**src/rtl/rstk_pkg.sv**
```systemverilog
package rstk_pkg;

    localparam logic [2:0] CMD_PUSH = 3'b001;
    localparam logic [2:0] CMD_POP  = 3'b010;
    localparam logic [2:0] CMD_OR   = 3'b011;
    localparam logic [2:0] CMD_AND  = 3'b100;
    localparam logic [2:0] CMD_XOR  = 3'b101;

    typedef enum logic [1:0] {
        SEQ_IDLE = 2'd0,
        SEQ_POP2 = 2'd1,
        SEQ_CALC = 2'd2,
        SEQ_PUSH = 2'd3
    } seq_e;

    typedef enum logic [1:0] {
        LOP_OR  = 2'd0,
        LOP_AND = 2'd1,
        LOP_XOR = 2'd2
    } lop_e;

endpackage

```
**src/rtl/rstk_regfile.sv**
```systemverilog
module rstk_regfile #(
    parameter int DATA_W = 8,
    parameter int PTR_W  = 6
) (
    input  logic              clk,
    input  logic              we,
    input  logic [PTR_W-1:0]  waddr,
    input  logic [DATA_W-1:0] wdata,
    input  logic [PTR_W-1:0]  raddr,
    output logic [DATA_W-1:0] rdata
);
    localparam int DEPTH = 1 << PTR_W;

    logic [DATA_W-1:0] mem_q [DEPTH];

    always_ff @(posedge clk) begin
        if (we) begin
            mem_q[waddr] <= wdata;
        end
    end

    assign rdata = mem_q[raddr];

endmodule

```
**src/rtl/rstk_ptr.sv**
```systemverilog
module rstk_ptr #(
    parameter int PTR_W = 6
) (
    input  logic [PTR_W-1:0] sp,
    input  logic             full,
    input  logic             empty,
    output logic [PTR_W-1:0] sp_up,
    output logic [PTR_W-1:0] sp_dn,
    output logic             wrap_up,
    output logic             zero_dn,
    output logic             can_push,
    output logic             can_pop,
    output logic             has_two
);
    localparam logic [PTR_W-1:0] ONE  = PTR_W'(1);
    localparam logic [PTR_W-1:0] TWO  = PTR_W'(2);
    localparam logic [PTR_W-1:0] ZERO = '0;

    assign sp_up    = sp + ONE;
    assign sp_dn    = sp - ONE;
    assign wrap_up  = (sp_up == ZERO);
    assign zero_dn  = (sp_dn == ZERO);
    assign can_push = ~full;
    assign can_pop  = ~empty;
    assign has_two  = full | (~empty & (sp >= TWO));

endmodule

```
**src/rtl/rstk_alu.sv**
```systemverilog
module rstk_alu
    import rstk_pkg::*;
#(
    parameter int DATA_W = 8
) (
    input  lop_e              sel,
    input  logic [DATA_W-1:0] a,
    input  logic [DATA_W-1:0] b,
    output logic [DATA_W-1:0] y
);
    for (genvar i = 0; i < DATA_W; i++) begin : g_bit
        assign y[i] = (sel == LOP_AND) ? (a[i] & b[i]) :
                      (sel == LOP_XOR) ? (a[i] ^ b[i]) :
                                         (a[i] | b[i]);
    end

endmodule

```
**src/rtl/rstk_top.sv**
```systemverilog
module rstk_top
    import rstk_pkg::*;
#(
    parameter int DATA_W = 8,
    parameter int PTR_W  = 6
) (
    input  logic              clk,
    input  logic              rst_n,
    input  logic              cmd_valid,
    input  logic [2:0]        cmd_op,
    input  logic [DATA_W-1:0] push_data,
    output logic [DATA_W-1:0] pop_data,
    output logic [PTR_W-1:0]  stk_ptr,
    output logic              full,
    output logic              empty,
    output logic              busy,
    output logic              err
);
    typedef struct packed {
        logic [PTR_W-1:0]  sp;
        logic              full;
        logic              empty;
        logic [DATA_W-1:0] dr;
        logic [DATA_W-1:0] opa;
        logic [DATA_W-1:0] opb;
        logic [DATA_W-1:0] res;
        lop_e              op;
        seq_e              st;
        logic              err;
    } state_t;

    localparam state_t RST_VAL = '{
        sp:    '0,
        full:  1'b0,
        empty: 1'b1,
        dr:    '0,
        opa:   '0,
        opb:   '0,
        res:   '0,
        op:    LOP_OR,
        st:    SEQ_IDLE,
        err:   1'b0
    };

    state_t state_q, state_d;

    logic [PTR_W-1:0]  sp_up, sp_dn;
    logic              wrap_up, zero_dn, can_push, can_pop, has_two;
    logic [DATA_W-1:0] rd_word, alu_y, wr_word;
    logic              wr_en;

    rstk_ptr #(.PTR_W(PTR_W)) u_ptr (
        .sp       (state_q.sp),
        .full     (state_q.full),
        .empty    (state_q.empty),
        .sp_up    (sp_up),
        .sp_dn    (sp_dn),
        .wrap_up  (wrap_up),
        .zero_dn  (zero_dn),
        .can_push (can_push),
        .can_pop  (can_pop),
        .has_two  (has_two)
    );

    rstk_regfile #(.DATA_W(DATA_W), .PTR_W(PTR_W)) u_mem (
        .clk   (clk),
        .we    (wr_en),
        .waddr (sp_up),
        .wdata (wr_word),
        .raddr (state_q.sp),
        .rdata (rd_word)
    );

    rstk_alu #(.DATA_W(DATA_W)) u_alu (
        .sel (state_q.op),
        .a   (state_q.opa),
        .b   (state_q.opb),
        .y   (alu_y)
    );

    always_comb begin
        state_d     = state_q;
        state_d.err = 1'b0;
        wr_en       = 1'b0;
        wr_word     = push_data;

        unique case (state_q.st)
            SEQ_IDLE: begin
                if (cmd_valid) begin
                    unique case (cmd_op)
                        CMD_PUSH: begin
                            if (can_push) begin
                                wr_en         = 1'b1;
                                wr_word       = push_data;
                                state_d.sp    = sp_up;
                                state_d.full  = wrap_up;
                                state_d.empty = 1'b0;
                            end else begin
                                state_d.err = 1'b1;
                            end
                        end
                        CMD_POP: begin
                            if (can_pop) begin
                                state_d.dr    = rd_word;
                                state_d.sp    = sp_dn;
                                state_d.empty = zero_dn;
                                state_d.full  = 1'b0;
                            end else begin
                                state_d.err = 1'b1;
                            end
                        end
                        CMD_OR, CMD_AND, CMD_XOR: begin
                            if (has_two) begin
                                state_d.opa   = rd_word;
                                state_d.sp    = sp_dn;
                                state_d.empty = zero_dn;
                                state_d.full  = 1'b0;
                                state_d.st    = SEQ_POP2;
                                if (cmd_op == CMD_AND) begin
                                    state_d.op = LOP_AND;
                                end else if (cmd_op == CMD_XOR) begin
                                    state_d.op = LOP_XOR;
                                end else begin
                                    state_d.op = LOP_OR;
                                end
                            end else begin
                                state_d.err = 1'b1;
                            end
                        end
                        default: begin
                            state_d.err = 1'b1;
                        end
                    endcase
                end
            end
            SEQ_POP2: begin
                state_d.err   = cmd_valid;
                state_d.opb   = rd_word;
                state_d.sp    = sp_dn;
                state_d.empty = zero_dn;
                state_d.full  = 1'b0;
                state_d.st    = SEQ_CALC;
            end
            SEQ_CALC: begin
                state_d.err = cmd_valid;
                state_d.res = alu_y;
                state_d.st  = SEQ_PUSH;
            end
            SEQ_PUSH: begin
                state_d.err   = cmd_valid;
                wr_en         = 1'b1;
                wr_word       = state_q.res;
                state_d.sp    = sp_up;
                state_d.full  = wrap_up;
                state_d.empty = 1'b0;
                state_d.st    = SEQ_IDLE;
            end
            default: begin
                state_d.st = SEQ_IDLE;
            end
        endcase
    end

    always_ff @(posedge clk or negedge rst_n) begin
        if (!rst_n) begin
            state_q <= RST_VAL;
        end else begin
            state_q <= state_d;
        end
    end

    assign pop_data = state_q.dr;
    assign stk_ptr  = state_q.sp;
    assign full     = state_q.full;
    assign empty    = state_q.empty;
    assign busy     = (state_q.st != SEQ_IDLE);
    assign err      = state_q.err;

endmodule

```
**config.mk**
```make
export PLATFORM = sky130hd
export DESIGN_NAME = rstk_top
export DESIGN_NICKNAME = d
export VERILOG_FILES = /design/src/rtl/rstk_pkg.sv /design/src/rtl/rstk_regfile.sv /design/src/rtl/rstk_ptr.sv /design/src/rtl/rstk_alu.sv /design/src/rtl/rstk_top.sv
export SDC_FILE = /design/constraint.sdc
export NUM_CORES = 1
export LEC_CHECK = 0
export BUFFER_PORTS_ARGS = -buffer_cell sky130_fd_sc_hd__buf_2
export CAP_MARGIN = 20
export CORE_MARGIN = 2
export CORE_UTILIZATION = 63
export CTS_CLUSTER_DIAMETER = 40
export CTS_CLUSTER_SIZE = 25
export DETAILED_ROUTE_END_ITERATION = 16
export PLACE_DENSITY = 0.78
export SETUP_SLACK_MARGIN = 0.3
export SKIP_LAST_GASP = 1
export SLEW_MARGIN = 15
export SYNTH_ARGS = -nofsm -noshare
export SYNTH_HDL_FRONTEND = slang
export SYNTH_SLANG_ARGS = --single-unit
```
**constraint.sdc**
```tcl
create_clock -name clk -period 3.3 [get_ports clk]
set_input_delay 0 -clock clk [delete_from_list [all_inputs] [get_ports clk]]
set_output_delay 0 -clock clk [all_outputs]
set_load 0.01 [all_outputs]
```
[Word-level counts from Yosys, hierarchy flattened]
Memory sizes are Yosys's and may differ from the RTL's.
Cells that the tools add are included.
Storage, ports and cells
  flip-flop bits (word level): 45
  RAM bits: 512
  input port bits: 14
  logic and storage cells: 112
  memories: 1
Memory list
  u_mem.mem_q: depth 64, width 8, read ports 1, clocked after memory_dff 0, wr ports 1, RTL line rstk_regfile.sv:14  | logic [DATA_W-1:0] mem_q [DEPTH];
Operators by class
  add/sub/neg operators: 2
  magnitude comparators: 1
  eq/ne operators: 17
  multiplexer cells: 42
  bitwise operators: 27
  reduce and logical (&&, ||, !) cells: 12
Operator list (number)
  8-bit 2-to-1 mux: 6
  8-bit one-hot mux with 3 select lines: 2
  1-bit 2-to-1 mux: 24
  24-bit 2-to-1 mux: 1
  16-bit 2-to-1 mux: 1
  6-bit logical NOT: 2
  3-bit one-hot mux with 4 select lines: 1
  5-bit AND reduction: 2
  1-bit bitwise AND: 9
  3-bit inequality test (second input constant): 3
  1-bit bitwise OR: 9
  2-bit 2-to-1 mux: 4
  4-bit AND reduction: 2
  1-bit bitwise XOR: 8
  6-bit by 1-bit adder with 6-bit output (second input constant): 1
  2-bit equality test (second input constant): 3
  3-bit by 2-bit equality test with 1-bit output (second input constant): 2
  3-bit equality test (second input constant): 2
  6-bit by 2-bit greater-or-equal comparator with 1-bit output (second input constant): 1
  6-bit AND reduction: 1
  6-bit by 1-bit subtractor with 6-bit output (second input constant): 1
  2-bit by 1-bit equality test with 1-bit output (second input constant): 2
  2-bit inequality test (second input constant): 2
  4-bit by 1-bit inequality test with 1-bit output (second input constant): 1
  11 further kinds: 11

[Longest topological paths before layout]
  depth after elaboration: 7
  gate-level depth with buffers: 13
  gate-level depth less buffers: 8

[Modules after synthesis]
Synthesis repeated with hierarchy kept, for this count alone.
Second synthesis, totals
  cells, all modules: 1210
  area, all modules: 23022.1 sq um
Modules (own cells, without submodules)
  rstk_regfile: instances 1, cells each 932, area each 20006.7 sq um, sequential area each 15374.7 sq um
  rstk_top: instances 1, cells each 172, area each 2242.2 sq um, sequential area each 1127.3 sq um
  rstk_alu: instances 1, cells each 66, area each 493.0 sq um, sequential area each 0.0 sq um
  rstk_ptr: instances 1, cells each 40, area each 280.3 sq um, sequential area each 0.0 sq um

[Worst setup path before layout]
No wires, ideal clock.
  path kind: register to register
  from: register state_q (netlist bit stk_ptr[1])
  to: memory u_mem.mem_q[10][0], enable pin
  library setup time: 0.370 ns
  arrival time: 2.418 ns
  required time: 2.930 ns
  path slack: 0.512 ns
  stages on the path, launching flop included: 9
  cell sequence: dfrtp_1 buf_2 buf_2 clkinv_1 clkbuf_1 ha_1 clkbuf_1 nand3_1 nor2_1
Between the ends
  longest elaborated chain between the ends: 1
RTL lines
  start: declaration: RTL line rstk_top.sv:45  | state_t state_q, state_d;
  start signal: assignment: RTL line rstk_top.sv:168  | state_q <= state_d;
  6-bit by 1-bit adder with 6-bit output: RTL line rstk_ptr.sv:19  | assign sp_up = sp + ONE;
  end: declaration: RTL line rstk_regfile.sv:14
No other way between the ends.

[Final worst setup path]
  from: register state_q (netlist bit stk_ptr[2])
  to: register state_q[14] (netlist name)
Between the ends
  longest elaborated chain between the ends: 1
RTL lines
  memory 64 x 8 bit
No other way between the ends.
A chain may end at the register's enable or synchronous reset.

==> flow_metrics.tcl <==
set metrics [dict create \
    post_drt_wl_per_cell_um 28.6 \
    num-fill-cells 2025 \
    r2r_slack_ns 0.41 \
    syn-cell-area_um2 23000 \
    cp_max_fanout 11 \
    fin_skew_ns 0.0185 \
    n_antenna_cell 0 \
    synth_seq_cells 557 \
    synth.distinct_cells 55 \
    rows 69 \
    detailed_place_hpwl_um 36300 \
    number_of_synthesized_flops_with_an_enable_pin 512 \
    leakagePower_nw 9.12 \
    final_net_count 1519 \
    max-cap-violations 0 \
    grt_max_degree 65 \
    vias_in_the_first_global_route 13200 \
    cts_made_buffers 59 \
    synth-compound-area-share_pct 5.16 \
    cts_max_level 2 \
    drt_iter0_markers 1732 \
    hold_ws_ns 0.188 \
    critical_path_arrival_ns 3.39 \
    end_kind "flip-flop" \
    setup-violations-final 0 \
    pin_count 32 \
    synth_adder_area_share_pct 1.36 \
    vias_per_cell 6.71 \
    final.setup.tns_ns 0 \
    finalWorstSetupSlack_ns 0.407 \
    layout_commonest_cell "sky130_fd_sc_hd__edfxtp_1" \
    timing.fmax_mhz 346 \
    critPathKind "flip-flop to flip-flop" \
    yosys_warnings 0 \
    routed-via-count 13400 \
    worst_pin_slew_ns 1.04 \
    die_height_um 195 \
    slew-limit-headroom_pct 30.9 \
    routed_wl_um 57000 \
    clock_tree.buffer_depth 3 \
    synth_ff_type "sky130_fd_sc_hd__edfxtp_1" \
    synth_area_per_cell_um2 17.3 \
    p_per_area_nw_per_um2 872 \
    portion_of_the_clock_cycle_consumed_by_the_worst_path_in_the_final_layout_pct 87.7 \
    dieArea_um2 38100 \
    crit_required_ns 3.80 \
    synthCells 1327 \
    async_flop_share_pct 8.08 \
    floorplan.die.width_um 195 \
    drive_above_1_share_pct 26.7 \
    detailedRoute.firstPassIterationCount 6 \
    final_core_utilization_pct 74.4 \
    clock_transition_at_the_register_clock_pins_on_the_worst_setup_and_hold_paths_after_cts_ns 0.07 \
    synth-simple-area-share_pct 4.53 \
    grt_antenna_before_repair 0 \
    run_status "complete, no violations" \
    drc_errors 0 \
    synth_xor_xnor_area_share_pct 0.267 \
    tritoncts "yes" \
    worst_skew_pair.late_latency_ns 0.63 \
    holdCritPathClass "primary input to flip-flop" \
    core_um2 35700 \
    start_util_pct 64.4 \
    synth_seq_area_share_pct 71.7 \
    grt_remaining_overflow 0 \
    vdd_ir_drop_max_mv 0.628 \
    finalMaxSlewViolations 0 \
    combined_global_route_utilization_of_all_metal_layers_pct 30.7 \
    root_buffer "sky130_fd_sc_hd__clkbuf_16" \
    power.total_mw 23.2 \
    clock-sinks 557 \
    timing.final.hold_violations 0 \
    port_buffer_count 31 \
    place.gp.congestion 0.968 \
    post-route-min-period_ns 2.89 \
    pre_cts_slack_ns 0.355 \
    first_pass_grt_wire_length_um 84800 \
    grt_setup_unrepaired "false" \
    timing.critical_path.from_type "flip-flop" \
    synthMuxAreaShare_pct 14.4 \
    ant_nets 0 \
    dominant_combinational_cell_family_by_area_after_synthesis "multiplexers" \
    commonest_non_fill_non_tap_cells_in_the_layout "512 x sky130_fd_sc_hd__edfxtp_1, 127 x sky130_fd_sc_hd__buf_4, 115 x sky130_fd_sc_hd__nor2_1, 94 x sky130_fd_sc_hd__mux4_2, 84 x sky130_fd_sc_hd__mux2i_1" \
    synth_fp_nets 1366 \
    areaGrowthSynthToFinish_pct 15.6 \
]
-- cells in the mapped netlist, types with 3 or more instances --
library cell	count	area [µm²]
sky130_fd_sc_hd__buf_1	5	18.8
sky130_fd_sc_hd__or2_2	6	37.5
sky130_fd_sc_hd__nor2b_1	13	81.3
sky130_fd_sc_hd__o21ai_0	21	105
sky130_fd_sc_hd__o31ai_1	4	30.0
sky130_fd_sc_hd__buf_4	22	165
sky130_fd_sc_hd__edfxtp_1	512	15400
sky130_fd_sc_hd__nand3_1	18	90.1
sky130_fd_sc_hd__a31oi_1	10	62.6
sky130_fd_sc_hd__xnor2_1	4	35.0
sky130_fd_sc_hd__o22ai_1	15	93.8
sky130_fd_sc_hd__mux2_2	31	349
sky130_fd_sc_hd__dfrtp_1	44	1100
sky130_fd_sc_hd__xor2_1	3	26.3
sky130_fd_sc_hd__mux4_2	94	2120
sky130_fd_sc_hd__o21ai_1	4	20.0
sky130_fd_sc_hd__inv_1	30	113
sky130_fd_sc_hd__a22oi_1	30	225
sky130_fd_sc_hd__nor2_1	115	432
sky130_fd_sc_hd__or3_1	3	18.8
sky130_fd_sc_hd__nor3_1	13	65.1
sky130_fd_sc_hd__and2_1	5	31.3
sky130_fd_sc_hd__mux2i_1	84	841
sky130_fd_sc_hd__a21oi_1	49	245
sky130_fd_sc_hd__nand2b_1	13	81.3
sky130_fd_sc_hd__a211oi_1	4	30.0
sky130_fd_sc_hd__nand2_1	40	150
sky130_fd_sc_hd__a22o_1	15	131
sky130_fd_sc_hd__buf_2	21	105
sky130_fd_sc_hd__ha_1	25	313
sky130_fd_sc_hd__buf_6	7	78.8
sky130_fd_sc_hd__clkbuf_1	28	105
sky130_fd_sc_hd__a221oi_1	7	61.3
-- path summary, 6_finish.rpt --
kind | startpoint | cells after the start | end
max reg2reg | stk_ptr[2] | 9 | state_q[14]
min in group asynchronous | rst_n | 3 | state_q[2]
max | stk_ptr[2] | 9 | state_q[14]
max in group asynchronous | rst_n | 4 | empty
min reg2reg | pop_data[2] | 2 | pop_data[2]
min | push_data[6] | 2 | u_mem.mem_q[13][6]
-- final cells by class --
| type | instances | area (µm²) | area share [%] |
|---|---|---|---|
| Clock buffer | 64 | 1520 | 5.70 |
| Tap cell | 461 | 577 | 2.17 |
| Clock inverter | 47 | 566 | 2.13 |
| Multi-Input combinational cell | 655 | 5930 | 22.3 |
| Timing Repair Buffer | 175 | 1360 | 5.11 |
| Inverter | 32 | 120 | 0.452 |
| Sequential cell | 557 | 16500 | 62.1 |
-- stage by stage --
| stage | cells | area [µm²] |
|---|---|---|
| global placement | 1866 | 24300 |
| floorplan | 1327 | 23000 |
| global route | 1991 | 26600 |
| detailed placement | 1866 | 24300 |
| CTS | 1985 | 26500 |
| finish | 1991 | 26600 |
-- logic make-up after synthesis --
family,Yosys count
AO/OA/AOI/OAI,180
XOR/XNOR,7
adder cells (fa/ha/maj),25
buffers and inverters,115
flip-flops,557
multiplexers,209
AND/OR/NAND/NOR,234
-- power by group --
group / total, mW / leakage, nW / internal, mW / switching, mW
logic: 7.23 / 2.98 / 2.83 / 4.40
registers: 9.04 / 5.13 / 8.66 / 0.387
clock network: 6.90 / 1.01 / 3.88 / 3.02
-- critical path, cell delays in order, from the launching register on --
cell	delay, ns
sky130_fd_sc_hd__dfrtp_4	0.55
sky130_fd_sc_hd__buf_4	0.26
sky130_fd_sc_hd__mux4_2	0.58
sky130_fd_sc_hd__a22oi_1	0.31
sky130_fd_sc_hd__a21oi_1	0.15
sky130_fd_sc_hd__nor3_1	0.27
sky130_fd_sc_hd__buf_4	0.18
sky130_fd_sc_hd__a31oi_1	0.04
sky130_fd_sc_hd__buf_4	0.17
sky130_fd_sc_hd__mux2_2	0.26
-- registers in the layout (all words and copies together), names as in the netlist --
name and flops:
err 1, state_q 28, stk_ptr 6, u_mem.mem_q 512, empty 1, full 1
pop_data 8
-- routing by layer --
metal / wire (µm) / vias to the layer above / track usage (%)
met2: 27100 / 912 / 48.3
met1: 21400 / 6735 / 42.3
li1: - / 5553 / -
met5: 0 / - / 0
met3: 6350 / 152 / 7.74
met4: 2130 / 0 / 11.6
-- what timing repair did --
| item | 4_1_cts | 5_1_grt |
|---|---|---|
| endpoints found under the setup margin | 0 | 83 |
| gates resized for setup | 0 | 4 |
| setup buffers | 0 | 4 |
| endpoints found under the hold margin | 51 | 10 |
| hold buffers | 8 | 1 |
Note: power is estimated with default switching activity, not from simulation.
